$ cat src/rtl/dbg_sess_pkg.sv
package dbg_sess_pkg;
  localparam int RSEL_W = 7;
  localparam logic [RSEL_W-1:0] RSEL_NONE       = 7'h7F;
  localparam logic [RSEL_W-1:0] RSEL_CORE_CHAIN = 7'h10;

  function automatic logic go_exit_cmd(input logic upd, input logic go, input logic ex);
    return upd & go & ex;
  endfunction
endpackage

$ cat src/rtl/dbg_sync_chain.sv
module dbg_sync_chain #(
  parameter int   STAGES  = 2,
  parameter logic RST_VAL = 1'b0
) (
  input  logic clk,
  input  logic rst_n,
  input  logic d,
  output logic q
);
  logic [STAGES-1:0] stg_q;
  logic [STAGES-1:0] stg_d;

  always_comb stg_d[0] = d;

  generate
    for (genvar i = 1; i < STAGES; i++) begin : g_stage
      always_comb stg_d[i] = stg_q[i-1];
    end
  endgenerate

  always_ff @(posedge clk or negedge rst_n) begin
    if (!rst_n) stg_q <= {STAGES{RST_VAL}};
    else        stg_q <= stg_d;
  end

  assign q = stg_q[STAGES-1];
endmodule

$ cat src/rtl/dbg_entry_ack.sv
module dbg_entry_ack #(
  parameter int ACK_LEN = 3
) (
  input  logic clk,
  input  logic rst_n,
  input  logic port_en,
  input  logic evt_req_n,
  input  logic core_in_dbg,
  output logic entry_req,
  output logic ack_en,
  output logic entry_rise
);
  localparam int CNT_W = $clog2(ACK_LEN + 1);

  logic             dbg_q;
  logic             req_q, req_d;
  logic [CNT_W-1:0] cnt_q, cnt_d;
  logic             cnt_en, busy, evt_take;

  // next-state logic
  always_comb begin
    entry_rise = core_in_dbg & ~dbg_q;
    busy       = (cnt_q != '0);
    evt_take   = port_en & ~evt_req_n & ~busy & ~core_in_dbg;

    req_d = req_q;
    if (entry_rise)    req_d = 1'b0;
    else if (evt_take) req_d = 1'b1;

    cnt_en = entry_rise | busy;
    cnt_d  = entry_rise ? CNT_W'(ACK_LEN) : (cnt_q - CNT_W'(1));
  end

  // registers
  always_ff @(posedge clk or negedge rst_n) begin
    if (!rst_n) begin
      dbg_q <= 1'b0;
      req_q <= 1'b0;
      cnt_q <= '0;
    end else begin
      dbg_q <= core_in_dbg;
      req_q <= req_d;
      if (cnt_en) cnt_q <= cnt_d;
    end
  end

  assign entry_req = req_q;
  assign ack_en    = busy;
endmodule

$ cat src/rtl/dbg_session_track.sv
module dbg_session_track
  import dbg_sess_pkg::*;
(
  input  logic              clk,
  input  logic              rst_n,
  input  logic              entry_rise,
  input  logic              upd_dr,
  input  logic              cmd_go,
  input  logic              cmd_ex,
  input  logic [RSEL_W-1:0] cmd_rsel,
  output logic              session_n,
  output logic              go_exit_stb
);
  logic sess_q, sess_d;
  logic stb_q, stb_d;
  logic cmd_hit, release_cmd;

  always_comb begin
    cmd_hit     = go_exit_cmd(upd_dr, cmd_go, cmd_ex);
    release_cmd = cmd_hit & ((cmd_rsel == RSEL_NONE) | (cmd_rsel == RSEL_CORE_CHAIN));
    stb_d       = cmd_hit & (cmd_rsel == RSEL_NONE);

    sess_d = sess_q;
    if (entry_rise)       sess_d = 1'b0;
    else if (release_cmd) sess_d = 1'b1;
  end

  always_ff @(posedge clk or negedge rst_n) begin
    if (!rst_n) begin
      sess_q <= 1'b1;
      stb_q  <= 1'b0;
    end else begin
      sess_q <= sess_d;
      stb_q  <= stb_d;
    end
  end

  assign session_n   = sess_q;
  assign go_exit_stb = stb_q;
endmodule

$ cat src/rtl/dbg_session_ctrl.sv
module dbg_session_ctrl #(
  parameter int ACK_LEN     = 3,
  parameter int SYNC_STAGES = 2
) (
  input  logic                            tck,
  input  logic                            rst_n,
  input  logic                            port_en,
  input  logic                            evt_req_n,
  input  logic                            core_in_dbg,
  input  logic                            upd_dr,
  input  logic                            cmd_go,
  input  logic                            cmd_ex,
  input  logic [dbg_sess_pkg::RSEL_W-1:0] cmd_rsel,
  input  logic                            clk_run_async,
  input  logic                            shift_ir,
  output logic                            entry_req,
  output logic                            ack_en,
  output logic                            session_n,
  output logic                            go_exit_stb,
  output logic                            clk_run_sync,
  output logic                            ir_status
);
  logic rst_q_n;
  logic entry_rise;

  // reset: asserted asynchronously, released on a clock edge
  dbg_sync_chain #(.STAGES(2), .RST_VAL(1'b0)) u_rst_sync (
    .clk(tck), .rst_n(rst_n), .d(1'b1), .q(rst_q_n)
  );

  dbg_sync_chain #(.STAGES(SYNC_STAGES), .RST_VAL(1'b0)) u_clk_sync (
    .clk(tck), .rst_n(rst_q_n), .d(clk_run_async), .q(clk_run_sync)
  );

  dbg_entry_ack #(.ACK_LEN(ACK_LEN)) u_entry (
    .clk(tck), .rst_n(rst_q_n), .port_en(port_en), .evt_req_n(evt_req_n),
    .core_in_dbg(core_in_dbg), .entry_req(entry_req), .ack_en(ack_en),
    .entry_rise(entry_rise)
  );

  dbg_session_track u_sess (
    .clk(tck), .rst_n(rst_q_n), .entry_rise(entry_rise), .upd_dr(upd_dr),
    .cmd_go(cmd_go), .cmd_ex(cmd_ex), .cmd_rsel(cmd_rsel),
    .session_n(session_n), .go_exit_stb(go_exit_stb)
  );

  assign ir_status = shift_ir & clk_run_sync;
endmodule

$ cat config.mk
export PLATFORM = sky130hd
export DESIGN_NAME = dbg_session_ctrl
export DESIGN_NICKNAME = d
export VERILOG_FILES = /design/src/rtl/dbg_sess_pkg.sv /design/src/rtl/dbg_sync_chain.sv /design/src/rtl/dbg_entry_ack.sv /design/src/rtl/dbg_session_track.sv /design/src/rtl/dbg_session_ctrl.sv
export SDC_FILE = /design/constraint.sdc
export NUM_CORES = 1
export LEC_CHECK = 0
export ABC_AREA = 1
export BUFFER_PORTS_ARGS = -buffer_cell sky130_fd_sc_hd__buf_2
export CORE_AREA = 2 2 39 41
export DETAILED_ROUTE_END_ITERATION = 8
export DIE_AREA = 0 0 41 43
export PLACE_DENSITY_LB_ADDON = 0.12
export SLEW_MARGIN = 20
export SYNTH_ARGS = -nofsm -noshare
export SYNTH_HDL_FRONTEND = slang
export SYNTH_SLANG_ARGS = --single-unit
$ cat constraint.sdc
create_clock -name tck -period 1.1 [get_ports tck]
set_input_delay 0.165 -clock tck [delete_from_list [all_inputs] [get_ports tck]]
set_output_delay 0.165 -clock tck [all_outputs]
set_load 0.02 [all_outputs]
Word level (Yosys, flattened, before mapping). Cells that the tools add are included.

Flip-flop bits (word level): 10. Latch bits: 0. RAM bits: 0. ROM bits: 0. Bits of input ports: 17. Output and inout bits: 6. Logic and storage cells: 33. Memories kept: 0.

$add $sub $neg: 1. Multiply operators: 0. Divide/modulo/power cells: 0. Order comparisons: 0. Equality and inequality tests: 2. Shifts and indexed selects: 0. Muxes and demuxes: 5. Bitwise operators: 15. Reduce and logical (&&, ||, !) cells: 3.

Operator list (count): 1-bit AND (9); 7-bit by 5-bit == test with 1-bit output, second input constant (1); 7-bit == test, second input constant (1); 2-bit nonzero test (3); 1-bit two-way mux (4); 1-bit NOT (4); 2-bit two-way mux (1); 1-bit bitwise OR (2); 2-bit by 1-bit subtractor with 2-bit output, second input constant (1).

Depth between registers and ports, before layout. Gate-level depths: netlist of the first run.

Word-level depth: 6. Depth in mapped cells: 7. Gate-level depth less buffers: 7.

Hierarchy. Synthesis of the first run repeated with hierarchy kept, for this count alone.

Cell total of the unflattened synthesis: 57. Area, all modules: 454.2 µm².

By module, submodules not included: dbg_entry_ack (times used 1, cells each 23, area an instance 195.2 µm², seq. area each 100.1 µm²); dbg_session_track (times used 1, cells each 27, area an instance 147.6 µm², seq. area each 51.3 µm²); dbg_sync_chain (times used 2, cells each 2, area an instance 50.0 µm², seq. area each 50.0 µm²); dbg_session_ctrl (times used 1, cells each 3, area an instance 11.3 µm², seq. area each 0.0 µm²).

Worst setup path after synthesis of the first run. No wires, ideal clock.

Kind: reg-to-reg. Start: reg u_entry.cnt_q[0]. End: reg u_entry.cnt_q[1]. Library setup time: 0.129 ns. Arrival: 0.810 ns. Data required time: 0.971 ns. Slack: 0.161 ns. Cell stages (with the launch flop): 5. Path buffers: 0. Period minus slack after synthesis: 0.939 ns. Cells stage by stage: dfrtp_1 -> inv_1 -> ha_1 -> a21oi_1 -> o21ai_0.

Word-level cells in the longest chain between the ends: 2. Elaborated cells on any way between the ends: 4. Classes of those cells: 1 x add/sub; 1 x mux; 1 x bitwise; 1 x reduce/logical.

RTL lines: start: declaration (line dbg_entry_ack.sv:17) `logic [CNT_W-1:0] cnt_q, cnt_d;`; start signal: assignment (line dbg_entry_ack.sv:43) `if (cnt_en) cnt_q <= cnt_d;`; 2-bit by 1-bit subtractor with 2-bit output / 2-bit nonzero test (equally long branches) (line dbg_entry_ack.sv:31, dbg_entry_ack.sv:23); 2-bit two-way mux / 1-bit bitwise OR (equally long branches) (line dbg_entry_ack.sv:31, dbg_entry_ack.sv:30).

Parallel ways exist; a longest one is shown, timed or not. A chain may end at the register's enable or synchronous reset.

Worst setup path in the final report of the first run.
Start: reg u_entry.cnt_q[1]. End: out ack_en.

Word-level cells in the longest chain between the ends: 1.

RTL lines: 2-bit nonzero test (line dbg_entry_ack.sv:23) `busy = (cnt_q != '0);`; end: declaration (line dbg_session_ctrl.sv:17) `output logic ack_en,`.

Every way passes these cells.

==> out/metrics.yaml, run 1 <==
top_cell_type_s_share_of_synthesized_area_pct: 53.10
first_global_vias: 356
combPwrFrac_pct: 35.6
worstReg2RegStart: "u_entry.cnt_q[0]"
critPathMostFrequentCell: "inv_2"
critical_path_class: "reg -> out"
clock_sink_count: 10
floorplan.die.height_um: 43
finalCriticalPeriod_ns: 1.162
synth_area_per_cell_um2: 8.317
cts.path.max_buffers: 2
path_cells: "inv_2, ha_4, inv_2, buf_6"
r2r_setup_slack_ns: 0.05
placedCellCount: 89
maxClockFrequency_mhz: 860.6
die_width_um: 41
vias: 420
cts_tree: "done"
critical_path.slowest_cell: "dfrtp_1"
synth.yosys.seq_area_share_pct: 59.29
worstSkewPairLatency_ns: 0.26
synth_ff_type: "dfrtp_1"
clock_power_share_pct: 26.6
finalWeightedCongestion: 0.7102
fraction_of_layout_cells_with_a_size_suffix_above_1_pct: 44.58
cts-buffers-inserted: 3
detail-route-antenna-nets: 0
fraction_of_met2_tracks_used_by_global_routing_pct: 15.94
yosys_warnings: 0
detail_route.wirelength_um: 902
globalRouteMet3Util_pct: 6.806
worst_setup_path_endpoint: "ack_en"
rsz0062_at_grt: "yes"
violations: "setup timing"
worst_setup_path_start_kind: "flip-flop"
report.final.setup_viol: 1
synth_most_common_cell: "inv_1"
area_growth_syn_to_layout_pct: 58.70
cp_slowest_stage_delay_ns: 0.39
grt_util_met1_pct: 14.86
initial_utilization_pct: 30.65
worstHoldPathType: "in -> reg"
required_time_at_the_worst_slack_endpoint_ns: 0.94
power.density_mw_per_mm2: 1815
global_route.overflow_total: 0
core_area_mm2: 0.001384
hold-worst-slack_ns: 0.03730
max_slew_violation_count: 0
critical_path.startpoint: "u_entry.cnt_q[1]"
count_of_placed_standard_cells_in_the_final_layout_fillers_left_out: 99
timing.critical_path.fanout_max: 2
ctsRootBufferMaster: "clkbuf_4"
synthArstFlopShare_pct: 100.0
place.port_buffers: 22
floorplan.die_area_mm2: 0.001763
synth.area.top_cells: "dfrtp_1, inv_1, nand2_1"
detail_route.drc_violations: 0
timing.clock.skew_ns: 0.0004907
floorplan_row_count: 14
setup_ws_ns: -0.06192
io_pins: 23
routed_via_density: 4.242
dp.final_hpwl_um: 621.7
p_leak_nw: 0.3804
power.ir.vdd_worst_mv: 0.9688
cts_max_level: 1
p_sw_w: 0.0003672
drt-pass1-iter-count: 4
synth-edff-count: 0
netlist_instances: 51
sequentialPowerShare_pct: 37.8
cap_viol_max_count: 0
timing.final.hold_violations: 0
netlist_area_um2: 424.2
setup_tns_ns: -0.06192
clock_transition_at_the_registers_of_the_reported_paths_ns: 0.06
crit_arrival_ns: 1.00
antenna-diode-count: 0
synth.lib_cells_used.distinct: 11
grt_busiest_layer: "met2"
intPower_w: 0.0008548
r2r_end: "u_entry.cnt_q[1]"
wl_per_cell_um: 9.111
run_status: "finished with violations"
postSynthNetCount: 69
p_sw_share_pct: 30.05
grt_start_max_net_pins: 9
setup.worst_path.end_class: "primary output"
detailedRoute.firstIterationViolations: 2
ys_ff_latch: 10
final_nets: 102
grt_antenna_before_repair: 0
global_route_wire_length_before_repair_mm: 1.345
period_share_pct: 105.6
synth_top_cell_by_area: "dfrtp_1"
ys_top_cells_by_count: "inv_1, dfrtp_1, nand2_1, nor2_1, o21ai_0"
groute.usage.overall_pct: 11.31
r2r_cells: 5
[power groups by stage]
stage | clock [W] | sequential, W | combinational [W]
2_1_floorplan | 0 | 0.000470 | 0.000129
3_3_place_gp | 0 | 0.000462 | 0.000219
3_5_place_dp | 0 | 0.000463 | 0.000223
4_1_cts | 0.000341 | 0.000458 | 0.000340
5_1_grt | 0.000360 | 0.000465 | 0.000486
6_report | 0.000325 | 0.000462 | 0.000435
[per-stage QoR]
step	power, W	instance area [um2]	utilization, %	setup slack, ns
final	0.001222	673.1	48.64	-0.06192
after global routing	0.001311	673.1	48.64	-0.1088
after CTS	0.001139	640.6	46.29	-0.07383
after detailed placement	0.0006856	554.3	40.05	0.07015
after global placement	0.0006806	554.3	40.05	0.08710
after floorplan	0.0005989	424.2	-	0.1608
[worst min-delay path by stage]
stage,startpoint,endpoint,depth (start not counted)
5_1_grt,core_in_dbg,u_entry.dbg_q,1
3_5_place_dp,rst_n,u_rst_sync.stg_q[1],1
4_1_cts,clk_run_async,u_clk_sync.stg_q[0],1
6_report,core_in_dbg,u_entry.dbg_q,1
3_3_place_gp,rst_n,u_rst_sync.stg_q[0],1
2_1_floorplan,rst_n,u_rst_sync.stg_q[0],0
[what timing repair did]
action                                  in CTS  in global routing
hold buffers                                 1                  1
resized for setup                            9                  4
setup buffers                                2                  2
pin swaps                                    1                  0
endpoints found under the hold margin        2                  1
endpoints found under the setup margin       2                  4
[critical path, delay by kind of cell (launching register included)]
kind / cells / cell delay (ns)
DFF: 1 / 0.39
adders and majority gates: 1 / 0.13
buffers and inverters: 3 / 0.22
[logic make-up after synthesis]
family / share of synthesized area, %
adders and majority gates: 2.949
buffers and inverters: 11.51
AOI/OAI and AO/OA: 5.899
DFF: 59.29
and+or+nand+nor: 19.47
other: 0.8841
[metal layers]
layer	routed length, um	up-vias
met1	407	191
met2	417	13
met3	72	2
met4	6	0
met5	0	-
li1	-	214
[state kept, by name (all words and copies together) (netlist names)]
| signal | count |
|---|---|
| u_sess.session_n | 1 |
| u_rst_sync.stg_q | 2 |
| u_entry.cnt_q | 2 |
| u_sess.go_exit_stb | 1 |
| u_clk_sync.stg_q | 2 |
| u_entry.entry_req | 1 |
| u_entry.dbg_q | 1 |
[cell type report]
cell class                 count  area (um2)
fill                         134       710.7
inverter                      13       48.80
sequential                    10       251.5
multi-input combinational     28       143.9
tap                           16       20.02
clock buffer                   4       36.28
timing repair buffer          28       172.7
[placed cells by master, fill, tap and decap left out]
cell type and count:
a21oi_2 2, buf_2 20, buf_4 4, buf_6 2
clkbuf_4 3, clkbuf_8 1, conb_1 1, dfrtp_1 9
dfstp_2 1, dlygate4sd3_1 2, ha_4 1, inv_1 10
inv_2 3, nand2_1 9, nand3_1 2, nor2_1 9
nor3_1 1, o21ai_0 1, o21ai_1 2
(Power assumes the default switching activity.)
==> run 2: changes to the inputs <==
==> constraint.sdc (replaced) <==
create_clock -name tck -period 1.1 [get_ports tck]
set_input_delay 0.165 -clock tck [delete_from_list [all_inputs] [get_ports tck]]
set_output_delay 0.165 -clock tck [all_outputs]
set_load 0.005 [all_outputs]
==> run 2 against run 1 <==
Against the previous run: the flow still finishes with violations (setup timing); cell count fell by 2.0%; count of clock-buffer cells in the layout did not move; sequential share of layout area rose by 2.4 points; clock skew rose by 0.0024 ns; clock power fell by 21%; register-to-register slack barely moved; wire length fell by 12%; critical path type unchanged; critical endpoint unchanged.
==> out/metrics.yaml, run 2 (synthesis gave the netlist of run 1 again) <==
worstSkewPairLatency_ns: 0.26  # about the same
p_leak_nw: 0.3608  # -5.1%
setup_ws_ns: -0.06153  # +0.0003907 ns
timing.final.hold_violations: 0  # unchanged
cts_max_level: 1  # unchanged
first_global_vias: 339  # -4.8%
r2r_end: "u_entry.cnt_q[1]"
worst_setup_path_start_kind: "flip-flop"
report.final.setup_viol: 1  # unchanged
timing.critical_path.fanout_max: 2  # unchanged
nFillCells: 157  # +17%
global_route.overflow_total: 0  # unchanged
die_width_um: 41  # unchanged
global_route_wire_length_before_repair_mm: 1.338  # -0.52%
critPathMostFrequentCell: "inv_2"
setup_tns_ns: -0.06153  # +0.0003907 ns
grt_antenna_before_repair: 0  # unchanged
r2r_cells: 5  # unchanged
hold_path.startpoint: "core_in_dbg"
cp_slowest_stage_delay_ns: 0.39  # about the same
final_nets: 100  # -2.0%
area_growth_syn_to_layout_pct: 48.97
power.ir.vdd_worst_mv: 0.9728  # +0.41%
cts_tree: "done"
layout.cells.most_common: "buf_2"
reg_top3: "u_clk_sync.stg_q: 2 flops, u_entry.cnt_q: 2 flops, u_rst_sync.stg_q: 2 flops"
max_slew_violation_count: 0  # unchanged
fraction_of_layout_cells_with_a_size_suffix_above_1_pct: 40.74  # -3.8 points
required_time_at_the_worst_slack_endpoint_ns: 0.94  # about the same
detail_route.wirelength_um: 794  # -12%
cts-buffers-inserted: 3  # unchanged
floorplan.die.height_um: 43  # unchanged
drt-pass1-iter-count: 4  # unchanged
post_route_cell_area_um2: 631.9  # -6.1%
finalCriticalPeriod_ns: 1.162  # -0.0003907 ns
maxClockFrequency_mhz: 860.9  # about the same
layout.cells.most_common_list: "buf_2, inv_1, nand2_1, nor2_1, dfrtp_1"
worstHoldPathType: "in -> reg"
power.density_mw_per_mm2: 1652  # -9.0%
detail-route-antenna-nets: 0  # unchanged
crit_arrival_ns: 1.00  # about the same
antenna-diode-count: 0  # unchanged
post_place_setup_slack_ns: 0.09192  # +0.02178 ns
detailed_place.area_um2: 554.3  # unchanged
run_status: "finished with violations"
floorplan_row_count: 14  # unchanged
dp.final_hpwl_um: 586  # -5.7%
cap_viol_max_count: 0  # unchanged
detailedRoute.firstIterationViolations: 4  # +2
detail_route.drc_violations: 0  # unchanged
violations: "setup timing"
critical_path.startpoint: "u_entry.cnt_q[1]"
worstReg2RegStart: "u_entry.cnt_q[1]"
final_core_utilization_pct: 45.66  # -3.0 points
hold_path_depth: 1  # unchanged
critical_path.slowest_cell: "dfrtp_1"
place.port_buffers: 22  # unchanged
path_cells: "inv_2, ha_4, inv_2, buf_2"
vias: 395  # -6.0%
clock_sink_count: 10  # unchanged
floorplan.die_area_mm2: 0.001763  # unchanged
clock_transition_at_the_registers_of_the_reported_paths_ns: 0.06  # about the same
layout.area.seq_um2: 251.5  # unchanged
critical_path_class: "reg -> out"
period_share_pct: 105.6  # about the same
core_area_mm2: 0.001384  # unchanged
rsz0062_at_grt: "yes"
r2r_setup_slack_ns: 0.06  # about the same
whs_endpoint: "u_entry.dbg_q"
wl_per_cell_um: 8.186  # -10%
setup.worst_path.end_class: "primary output"
groute.usage.overall_pct: 12.02  # +0.70 points
multi_input_area_um2: 140.1  # -2.6%
initial_utilization_pct: 30.65  # unchanged
routed_via_density: 4.072  # -4.0%
timing.clock.skew_ns: 0.002858  # +0.002367 ns
hold-worst-slack_ns: 0.04058  # +0.003283 ns
grt_start_max_net_pins: 9  # unchanged
ctsRootBufferMaster: "clkbuf_4"
cts.path.max_buffers: 2  # unchanged
io_pins: 23  # unchanged
finalWeightedCongestion: 0.7551  # +6.3%
run 2: cell types whose count changed in the layout (fill, tap and decap cells not counted):
cell | before | now
buf_6 | 2 | 0
clkbuf_8 | 1 | 0
buf_4 | 4 | 2
buf_2 | 20 | 22
a21oi_1 | 0 | 1
clkbuf_1 | 0 | 1
a21oi_2 | 2 | 1
run 2: final cells by class:
cell class,count,share of cell area [%]
Multi-Input combinational cell,28,22.18
Sequential cell,10,39.80
Clock buffer,4,4.158
Inverter,13,7.723
Tap cell,16,3.168
Timing Repair Buffer,26,22.97
run 2: how the worst max path moves through the flow:
stage | endpoint | slack, ns | depth (start not counted)
2_1_floorplan | u_entry.cnt_q[1] | 0.16 | 4
3_3_place_gp | u_entry.cnt_q[1] | 0.12 | 4
3_5_place_dp | u_entry.cnt_q[1] | 0.09 | 4
4_1_cts | ack_en | -0.06 | 4
5_1_grt | ack_en | -0.12 | 4
6_report | ack_en | -0.06 | 4
run 2: through the flow:
step / cells / power (W)
floorplan: 51 / 0.0005673
global placement: 89 / 0.0006478
detailed placement: 89 / 0.0006515
CTS: 96 / 0.001014
global route: 97 / 0.001129
finish: 97 / 0.001044
run 2: report_power, final:
group / total [W] / switching [W] / internal [W]
combinational: 0.000327 / 0.000153 / 0.000174
sequential: 0.000461 / 0.0000373 / 0.000424
clock: 0.000256 / 0.000116 / 0.000140
run 2: critical path: cells and delay by family, from the launching register on:
kind / cells / cell delay [ns]
flip-flops: 1 / 0.39
buffers and inverters: 3 / 0.21
adder cells (fa/ha/maj): 1 / 0.13
run 2: timing repair:
action,in CTS,in global routing
hold buffers,1,1
buffers inserted,2,0
pin swaps,1,0
setup endpoints to repair,1,3
gates resized for setup,5,3
hold endpoints to repair,2,1
run 2: metal layers:
layer	share of wire, %	wire length (um)	global-route usage [%]	up-vias
met3	12	94	9.948	2
met2	42	335	14.06	19
li1	-	-	-	208
met5	0	0	0	-
met1	45	356	15.15	166
met4	1.0	8	6.000	0
